File: config.mk
export PLATFORM = sky130hd
export DESIGN_NAME = rfsh_binned_ctrl
export DESIGN_NICKNAME = d
export VERILOG_FILES = /design/src/rtl/rfsh_pkg.sv /design/src/rtl/rfsh_epoch_timer.sv /design/src/rtl/rfsh_bloom.sv /design/src/rtl/rfsh_scan_ctrl.sv /design/src/rtl/rfsh_binned_ctrl.sv
export SDC_FILE = /design/constraint.sdc
export NUM_CORES = 2
export LEC_CHECK = 0
export ABC_CLOCK_PERIOD_IN_PS = 6700
export BUFFER_PORTS_ARGS = -buffer_cell sky130_fd_sc_hd__buf_2
export CORE_UTILIZATION = 59
export DETAILED_ROUTE_END_ITERATION = 8
export PLACE_DENSITY_LB_ADDON = 0.12
export SYNTH_ARGS = -nofsm -noshare
export SYNTH_HDL_FRONTEND = slang
export SYNTH_SLANG_ARGS = --single-unit
File: constraint.sdc
create_clock -name clk -period 6.7 [get_ports clk]
set_input_delay 2.01 -clock clk [delete_from_list [all_inputs] [get_ports clk]]
set_output_delay 2.01 -clock clk [all_outputs]
set_load 0.03 [all_outputs]
File: src/rtl/rfsh_pkg.sv
package rfsh_pkg;

    localparam int IDX_W     = 8;
    localparam int FILT_BITS = 1 << IDX_W;
    localparam int NUM_BINS  = 2;
    localparam int EPOCH_W   = 2;

    typedef logic [IDX_W-1:0]   idx_t;
    typedef logic [EPOCH_W-1:0] epoch_t;

    typedef enum logic [1:0] {
        ST_IDLE = 2'd0,
        ST_SCAN = 2'd1,
        ST_HOLD = 2'd2
    } scan_state_t;

    typedef enum logic {
        BIN_FAST = 1'b0,
        BIN_MID  = 1'b1
    } bin_t;

    typedef struct packed {
        idx_t h0;
        idx_t h1;
    } hash_pair_t;

    function automatic idx_t byte_fold(input logic [31:0] v);
        return v[7:0] ^ v[15:8] ^ v[23:16] ^ v[31:24];
    endfunction

    function automatic hash_pair_t row_hash(input logic [31:0] r);
        hash_pair_t hp;
        hp.h0 = byte_fold(r);
        hp.h1 = byte_fold(r ^ (r << 3));
        return hp;
    endfunction

    // Fast bin has priority; middle bin on even epochs; default on epoch 0.
    function automatic logic row_due(input logic in_fast, input logic in_mid,
                                     input epoch_t ep);
        return in_fast | (in_mid & ~ep[0]) | (ep == '0);
    endfunction

endpackage

File: src/rtl/rfsh_epoch_timer.sv
module rfsh_epoch_timer
    import rfsh_pkg::*;
#(
    parameter int EPOCH_CYCLES = 3_200_000
) (
    input  logic   clk,
    input  logic   rst,
    output logic   tick,
    output epoch_t epoch
);
    localparam int CNT_W = (EPOCH_CYCLES > 2) ? $clog2(EPOCH_CYCLES) : 1;
    localparam logic [CNT_W-1:0] CNT_LAST = CNT_W'(EPOCH_CYCLES - 1);

    logic [CNT_W-1:0] cnt;

    assign tick = (cnt == CNT_LAST);

    always_ff @(posedge clk) begin
        if (rst) begin
            cnt   <= '0;
            epoch <= '0;
        end else if (tick) begin
            cnt   <= '0;
            epoch <= epoch + 1'b1;
        end else begin
            cnt   <= cnt + 1'b1;
        end
    end

endmodule

File: src/rtl/rfsh_bloom.sv
module rfsh_bloom
    import rfsh_pkg::*;
(
    input  logic                 clk,
    input  logic                 rst,
    input  logic                 wipe,
    input  logic                 set_en,
    input  hash_pair_t           set_key,
    input  hash_pair_t           q_key,
    output logic                 hit,
    output logic [FILT_BITS-1:0] bits
);
    always_ff @(posedge clk) begin
        if (rst || wipe) begin
            bits <= '0;
        end else if (set_en) begin
            bits[set_key.h0] <= 1'b1;
            bits[set_key.h1] <= 1'b1;
        end
    end

    assign hit = bits[q_key.h0] & bits[q_key.h1];

endmodule

File: src/rtl/rfsh_scan_ctrl.sv
module rfsh_scan_ctrl
    import rfsh_pkg::*;
#(
    parameter int ROW_W    = 12,
    parameter int REF_HOLD = 4
) (
    input  logic             clk,
    input  logic             rst,
    input  logic             tick,
    input  epoch_t           epoch,
    input  logic             hit_fast,
    input  logic             hit_mid,
    output logic [ROW_W-1:0] cur_row,
    output epoch_t           scan_epoch,
    output logic             ref_req,
    output logic [ROW_W-1:0] ref_row,
    output logic             busy,
    output logic             idle
);
    localparam int HOLD_W = (REF_HOLD > 1) ? $clog2(REF_HOLD) : 1;
    localparam logic [HOLD_W-1:0] HOLD_LAST = HOLD_W'(REF_HOLD - 1);
    localparam logic [ROW_W-1:0]  ROW_LAST  = '1;

    scan_state_t       st;
    logic [HOLD_W-1:0] hold_cnt;
    logic              due_now;

    assign due_now = row_due(hit_fast, hit_mid, scan_epoch);
    assign busy    = (st == ST_HOLD);
    assign idle    = (st == ST_IDLE);

    always_ff @(posedge clk) begin
        if (rst) begin
            st         <= ST_IDLE;
            cur_row    <= '0;
            scan_epoch <= '0;
            ref_req    <= 1'b0;
            ref_row    <= '0;
            hold_cnt   <= '0;
        end else begin
            ref_req <= 1'b0;
            case (st)
                ST_IDLE: begin
                    if (tick) begin
                        cur_row    <= '0;
                        scan_epoch <= epoch;
                        st         <= ST_SCAN;
                    end
                end
                ST_SCAN: begin
                    if (due_now) begin
                        ref_req  <= 1'b1;
                        ref_row  <= cur_row;
                        hold_cnt <= HOLD_LAST;
                        st       <= ST_HOLD;
                    end else if (cur_row == ROW_LAST) begin
                        st <= ST_IDLE;
                    end else begin
                        cur_row <= cur_row + 1'b1;
                    end
                end
                ST_HOLD: begin
                    if (hold_cnt == '0) begin
                        if (cur_row == ROW_LAST) begin
                            st <= ST_IDLE;
                        end else begin
                            cur_row <= cur_row + 1'b1;
                            st      <= ST_SCAN;
                        end
                    end else begin
                        hold_cnt <= hold_cnt - 1'b1;
                    end
                end
                default: st <= ST_IDLE;
            endcase
        end
    end

endmodule

File: src/rtl/rfsh_binned_ctrl.sv
module rfsh_binned_ctrl
    import rfsh_pkg::*;
#(
    parameter int ROW_W        = 12,
    parameter int EPOCH_CYCLES = 3_200_000,
    parameter int REF_HOLD     = 4
) (
    input  logic             clk,
    input  logic             rst,
    input  logic             load_en,
    input  logic             load_bin,
    input  logic [ROW_W-1:0] load_row,
    input  logic             wipe_fast,
    input  logic             wipe_mid,
    output logic             ref_req,
    output logic [ROW_W-1:0] ref_row,
    output logic             busy
);
    logic                 tick;
    epoch_t               epoch;
    epoch_t               scan_epoch;
    logic [ROW_W-1:0]     cur_row;
    logic                 idle;
    hash_pair_t           q_key;
    hash_pair_t           set_key;
    logic [NUM_BINS-1:0]  hit;
    logic [NUM_BINS-1:0]  wipe_vec;
    logic [FILT_BITS-1:0] fbits [NUM_BINS];

    assign q_key    = row_hash(32'(cur_row));
    assign set_key  = row_hash(32'(load_row));
    assign wipe_vec = {wipe_mid, wipe_fast};

    rfsh_epoch_timer #(.EPOCH_CYCLES(EPOCH_CYCLES)) u_timer (
        .clk   (clk),
        .rst   (rst),
        .tick  (tick),
        .epoch (epoch)
    );

    for (genvar g = 0; g < NUM_BINS; g++) begin : g_bin
        rfsh_bloom u_filt (
            .clk     (clk),
            .rst     (rst),
            .wipe    (wipe_vec[g]),
            .set_en  (load_en && (load_bin == g[0])),
            .set_key (set_key),
            .q_key   (q_key),
            .hit     (hit[g]),
            .bits    (fbits[g])
        );
    end

    rfsh_scan_ctrl #(.ROW_W(ROW_W), .REF_HOLD(REF_HOLD)) u_scan (
        .clk        (clk),
        .rst        (rst),
        .tick       (tick),
        .epoch      (epoch),
        .hit_fast   (hit[BIN_FAST]),
        .hit_mid    (hit[BIN_MID]),
        .cur_row    (cur_row),
        .scan_epoch (scan_epoch),
        .ref_req    (ref_req),
        .ref_row    (ref_row),
        .busy       (busy),
        .idle       (idle)
    );

endmodule

==> qor.log <==
INFO  run_status     run_status=finished with violations
INFO  run_status     violated_checks=design-rule violations, max-capacitance violations, max-slew violations
INFO  routing        wirelength=120600µm
INFO  floorplanning  die-area=48590µm²
INFO  yosys          net_count_after_synthesis=3301
INFO  placement      dpl_worst_slack=0.8939ns
INFO  timing         max_freq=0.1519GHz
INFO  cts            postCtsSetupBuffers=0
INFO  critical_path  worst-endpoint-arrival=7.10ns
INFO  global_route   first_global_vias=26453
INFO  finish         register_area=11350µm²
INFO  placement      detailed_place_hpwl=78100µm
INFO  min_path       hold_start=u_timer.cnt[0]$_SDFF_PP0_
INFO  global_route   gr-total-overflow=0
INFO  yosys          synth_edf_count=0
INFO  cts            tritoncts.num_buffers=58
INFO  timing         final_critical_path_setup_slack=0.1157ns
INFO  routing        antenna_violation_net_count_after_detailed_routing=0
INFO  routing        drt_iter0_drc=4855
INFO  floorplanning  die_w=220.4µm
INFO  power_and_ir_drop total_power=7535µW
INFO  job            max_capacitance_violation_count=3
INFO  critical_path  timing.reg2reg.worst_path_depth=13
INFO  yosys          synthArstFlopShare=0
INFO  cts            clk-insertion-delay-late=0.66ns
INFO  timing         period_minus_slack=6.584ns
INFO  yosys          synth_top_cell_by_area=dfxtp_1
INFO  min_path       whs_endpoint=u_timer.cnt[0]$_SDFF_PP0_
INFO  cts            cts_tree=yes
INFO  global_route   grtUsageTotal=0.4930
INFO  critical_path  setup.reg_to_reg.worst_slack=0.12ns
INFO  critical_path  worstPathRequired=7.21ns
INFO  routing        drt-vias-per-instance=7.355
INFO  yosys          synthesis.instances=3276
INFO  finish         drive_gt1_frac=0.1271
INFO  yosys          ys.warnings.count=0
INFO  yosys          yosys.area.top_type_share=0.4032
INFO  yosys          synth.top_cells.by_area=dfxtp_1, mux4_2, a21oi_1
INFO  power_and_ir_drop worst_ir_drop_vdd=0.0002690V
INFO  global_route   grt_pass1_wl=173100µm
INFO  yosys          yosysSeqAreaShare=0.4032
INFO  power_and_ir_drop p_leak=0.009617µW
INFO  cts            max-clock-path-buffers=3
INFO  timing         timing_max_transition_violations_final=13
INFO  critical_path  rr_endpoint=u_scan.cur_row[8]$_SDFFE_PP0P_
INFO  routing        avgRoutedWirePerCell=31.10µm
INFO  finish         multi_input_comb_area=15780µm²
INFO  cts            worst_setup_hold_path_clk_slew=0.06ns
INFO  min_path       holdPathStages=1
INFO  critical_path  path_class=reg2reg
INFO  yosys          post-synth-top-count-cell=nor2_1
INFO  yosys          synth-seq-cells=567
INFO  critical_path  cp-start-kind=register
INFO  yosys          area_of_the_mapped_netlist=28150µm²
INFO  global_route   grt_max_degree=148
INFO  min_path       worst_hold_path_type=reg2reg
INFO  cts            ctsHoldBuffers=0
INFO  finish         num-fill-cells=3948
INFO  routing        drt_pass1_iterations=9
INFO  placement      io_buffer_count=31
INFO  cts            cts.sink_count=567
INFO  cts            cts.htree.levels=2
INFO  finish         synth_to_final_area_change=9.787%
INFO  timing         final_setup_viols=0
INFO  timing         tns=0ns
INFO  critical_path  timing.critical_path.to_type=register
INFO  timing         clock_skew=0.03836ns
INFO  yosys          ys.flop_type=dfxtp_1
INFO  power_and_ir_drop p_per_area=243.8nW/µm²
INFO  timing         final_hold_viol_count=0
INFO  floorplanning  fp.dieH=220.4µm
INFO  finish         num-nets-final=3245
INFO  critical_path  crit_fanout=76
INFO  floorplanning  fp.coreArea=46850µm²
INFO  timing         slew-limit-headroom=-0.02560
INFO  timing         rsz0062_at_grt=false
INFO  cts            root_buffer=clkbuf_16
INFO  floorplanning  core.rowCount=79
INFO  global_route   antenna_found_initial=8
INFO  yosys          ys_top_cells_by_count=nor2_1, a21oi_1, dfxtp_1, nand2_1, mux4_2
INFO  routing        vias=28530
INFO  floorplanning  num_io_pins=32
INFO  cts            cts-resized-gates=0
INFO  yosys          netlist-cell-type-count=72
INFO  timing         fin_crit_sh=0.9827
INFO  timing         transition_time_at_the_pin_with_the_least_slew_margin=1.533ns
INFO  placement      gp_congestion=1.100
INFO  yosys          syn-mean-instance-area=8.593µm²
INFO  critical_path  reg2reg_from=u_scan.cur_row[0]$_SDFFE_PP0P_
INFO  floorplanning  start_util=0.6008
INFO  routing        drcViolationCount=2
==> worst max path at each step <==
stage | from | endpoint | slack (ns) | depth (start not counted)
finish | u_scan.cur_row[0]$_SDFFE_PP0P_ | u_scan.cur_row[8]$_SDFFE_PP0P_ | 0.12 | 13
global route | u_scan.cur_row[0]$_SDFFE_PP0P_ | u_scan.cur_row[8]$_SDFFE_PP0P_ | 0.11 | 13
CTS | u_scan.cur_row[0]$_SDFFE_PP0P_ | u_scan.cur_row[8]$_SDFFE_PP0P_ | 0.83 | 14
detailed placement | u_scan.cur_row[0]$_SDFFE_PP0P_ | u_scan.cur_row[8]$_SDFFE_PP0P_ | 0.89 | 14
global placement | u_scan.cur_row[0]$_SDFFE_PP0P_ | u_scan.cur_row[8]$_SDFFE_PP0P_ | 1.16 | 12
floorplan | load_row[6] | g_bin[0].u_filt.bits[112]$_SDFFE_PP0P_ | 3.21 | 7
==> through the flow <==
| step | utilization | hold slack [ns] | std cells | area (µm²) |
|---|---|---|---|---|
| finish | 0.6596 | 0.4577 | 3879 | 30910 |
| global placement | 0.6150 | 0.4413 | 3767 | 28810 |
| detailed placement | 0.6150 | 0.4503 | 3767 | 28810 |
| global route | 0.6593 | 0.4998 | 3872 | 30890 |
| floorplan | - | 0.4297 | 3276 | 28150 |
| CTS | 0.6593 | 0.4642 | 3872 | 30890 |
==> area by class of cell <==
class / instances / area share
multi-input combinational: 2464 / 0.5105
sequential: 567 / 0.3673
clock buffer: 79 / 0.05409
timing repair buffer: 115 / 0.02826
tap: 607 / 0.02457
clock inverter: 26 / 0.01308
inverter: 14 / 0.001700
antenna: 7 / 0.0005668
==> routing by layer <==
| layer | vias up | share of wire | track usage | wire, µm |
|---|---|---|---|---|
| met5 | - | 0.00065 | 0.008081 | 78 |
| met3 | 778 | 0.16 | 0.1959 | 18920 |
| met1 | 13414 | 0.35 | 0.6051 | 41980 |
| met2 | 2607 | 0.40 | 0.6894 | 48410 |
| met4 | 6 | 0.093 | 0.3793 | 11250 |
| li1 | 11725 | - | - | - |
==> report_power, final <==
part	leakage [µW]	internal (µW)	switching (µW)
registers	0.00457	3380	8.06
logic	0.00403	114	458
clock network	0.00102	2130	1450
total	0.00962	5620	1910
==> sequential cells by signal (all words and copies together), names as in the netlist <==
signal,count
g_bin.u_filt.bits,512
u_scan.scan_epoch,2
u_scan.ref_row,12
u_scan.st,2
u_scan.cur_row,12
u_scan.hold_cnt,2
u_timer.epoch,2
u_scan.ref_req,1
u_timer.cnt,22
==> worst max-delay path: stages (launching register included) <==
cell	delay, ns
dfxtp_1	0.67
xor2_4	0.93
buf_12	0.50
mux2i_1	0.26
o22ai_1	0.10
nor4_1	1.25
a22oi_1	0.47
nand3_1	0.17
and4_1	0.24
nor4_2	0.09
o21ai_2	0.92
buf_4	0.32
a31oi_1	0.11
a311oi_1	0.35
==> cell families (layout without fill, tap and decap cells) <==
| kind of cell | count (synthesis) | after routing | synth area share |
|---|---|---|---|
| simple gates | 1222 | 1222 | 0.1781 |
| compound gates | 909 | 909 | 0.1848 |
| flops | 567 | 567 | 0.4032 |
| mux | 258 | 258 | 0.1630 |
| buf+inv | 245 | 234 | 0.04147 |
| xor+xnor | 68 | 68 | 0.02627 |
| fa+ha+maj | 7 | 7 | 0.003111 |
| other cells | 0 | 7 | 0 |
==> cells in the final DEF, fill, tap and decap left out, types with 7 or more instances in the layout <==
master	count
nand4_1	21
diode_2	7
o21ai_0	19
clkinv_2	9
bufinv_16	10
nor2_1	650
nor4_1	18
inv_1	13
nand2_1	351
mux4_2	160
buf_12	7
clkbuf_8	12
nor3_1	23
dfxtp_1	567
xnor2_1	32
mux2i_1	95
a22oi_1	47
and3_1	23
nor2b_1	7
buf_2	31
a21oi_1	592
a32oi_1	19
ha_1	7
a211oi_1	7
clkbuf_16	59
nand3_1	88
xor2_1	19
clkbuf_1	8
a31oi_1	23
a311oi_1	9
o22ai_1	152
buf_4	77
Power figures use the tool's default switching activity.
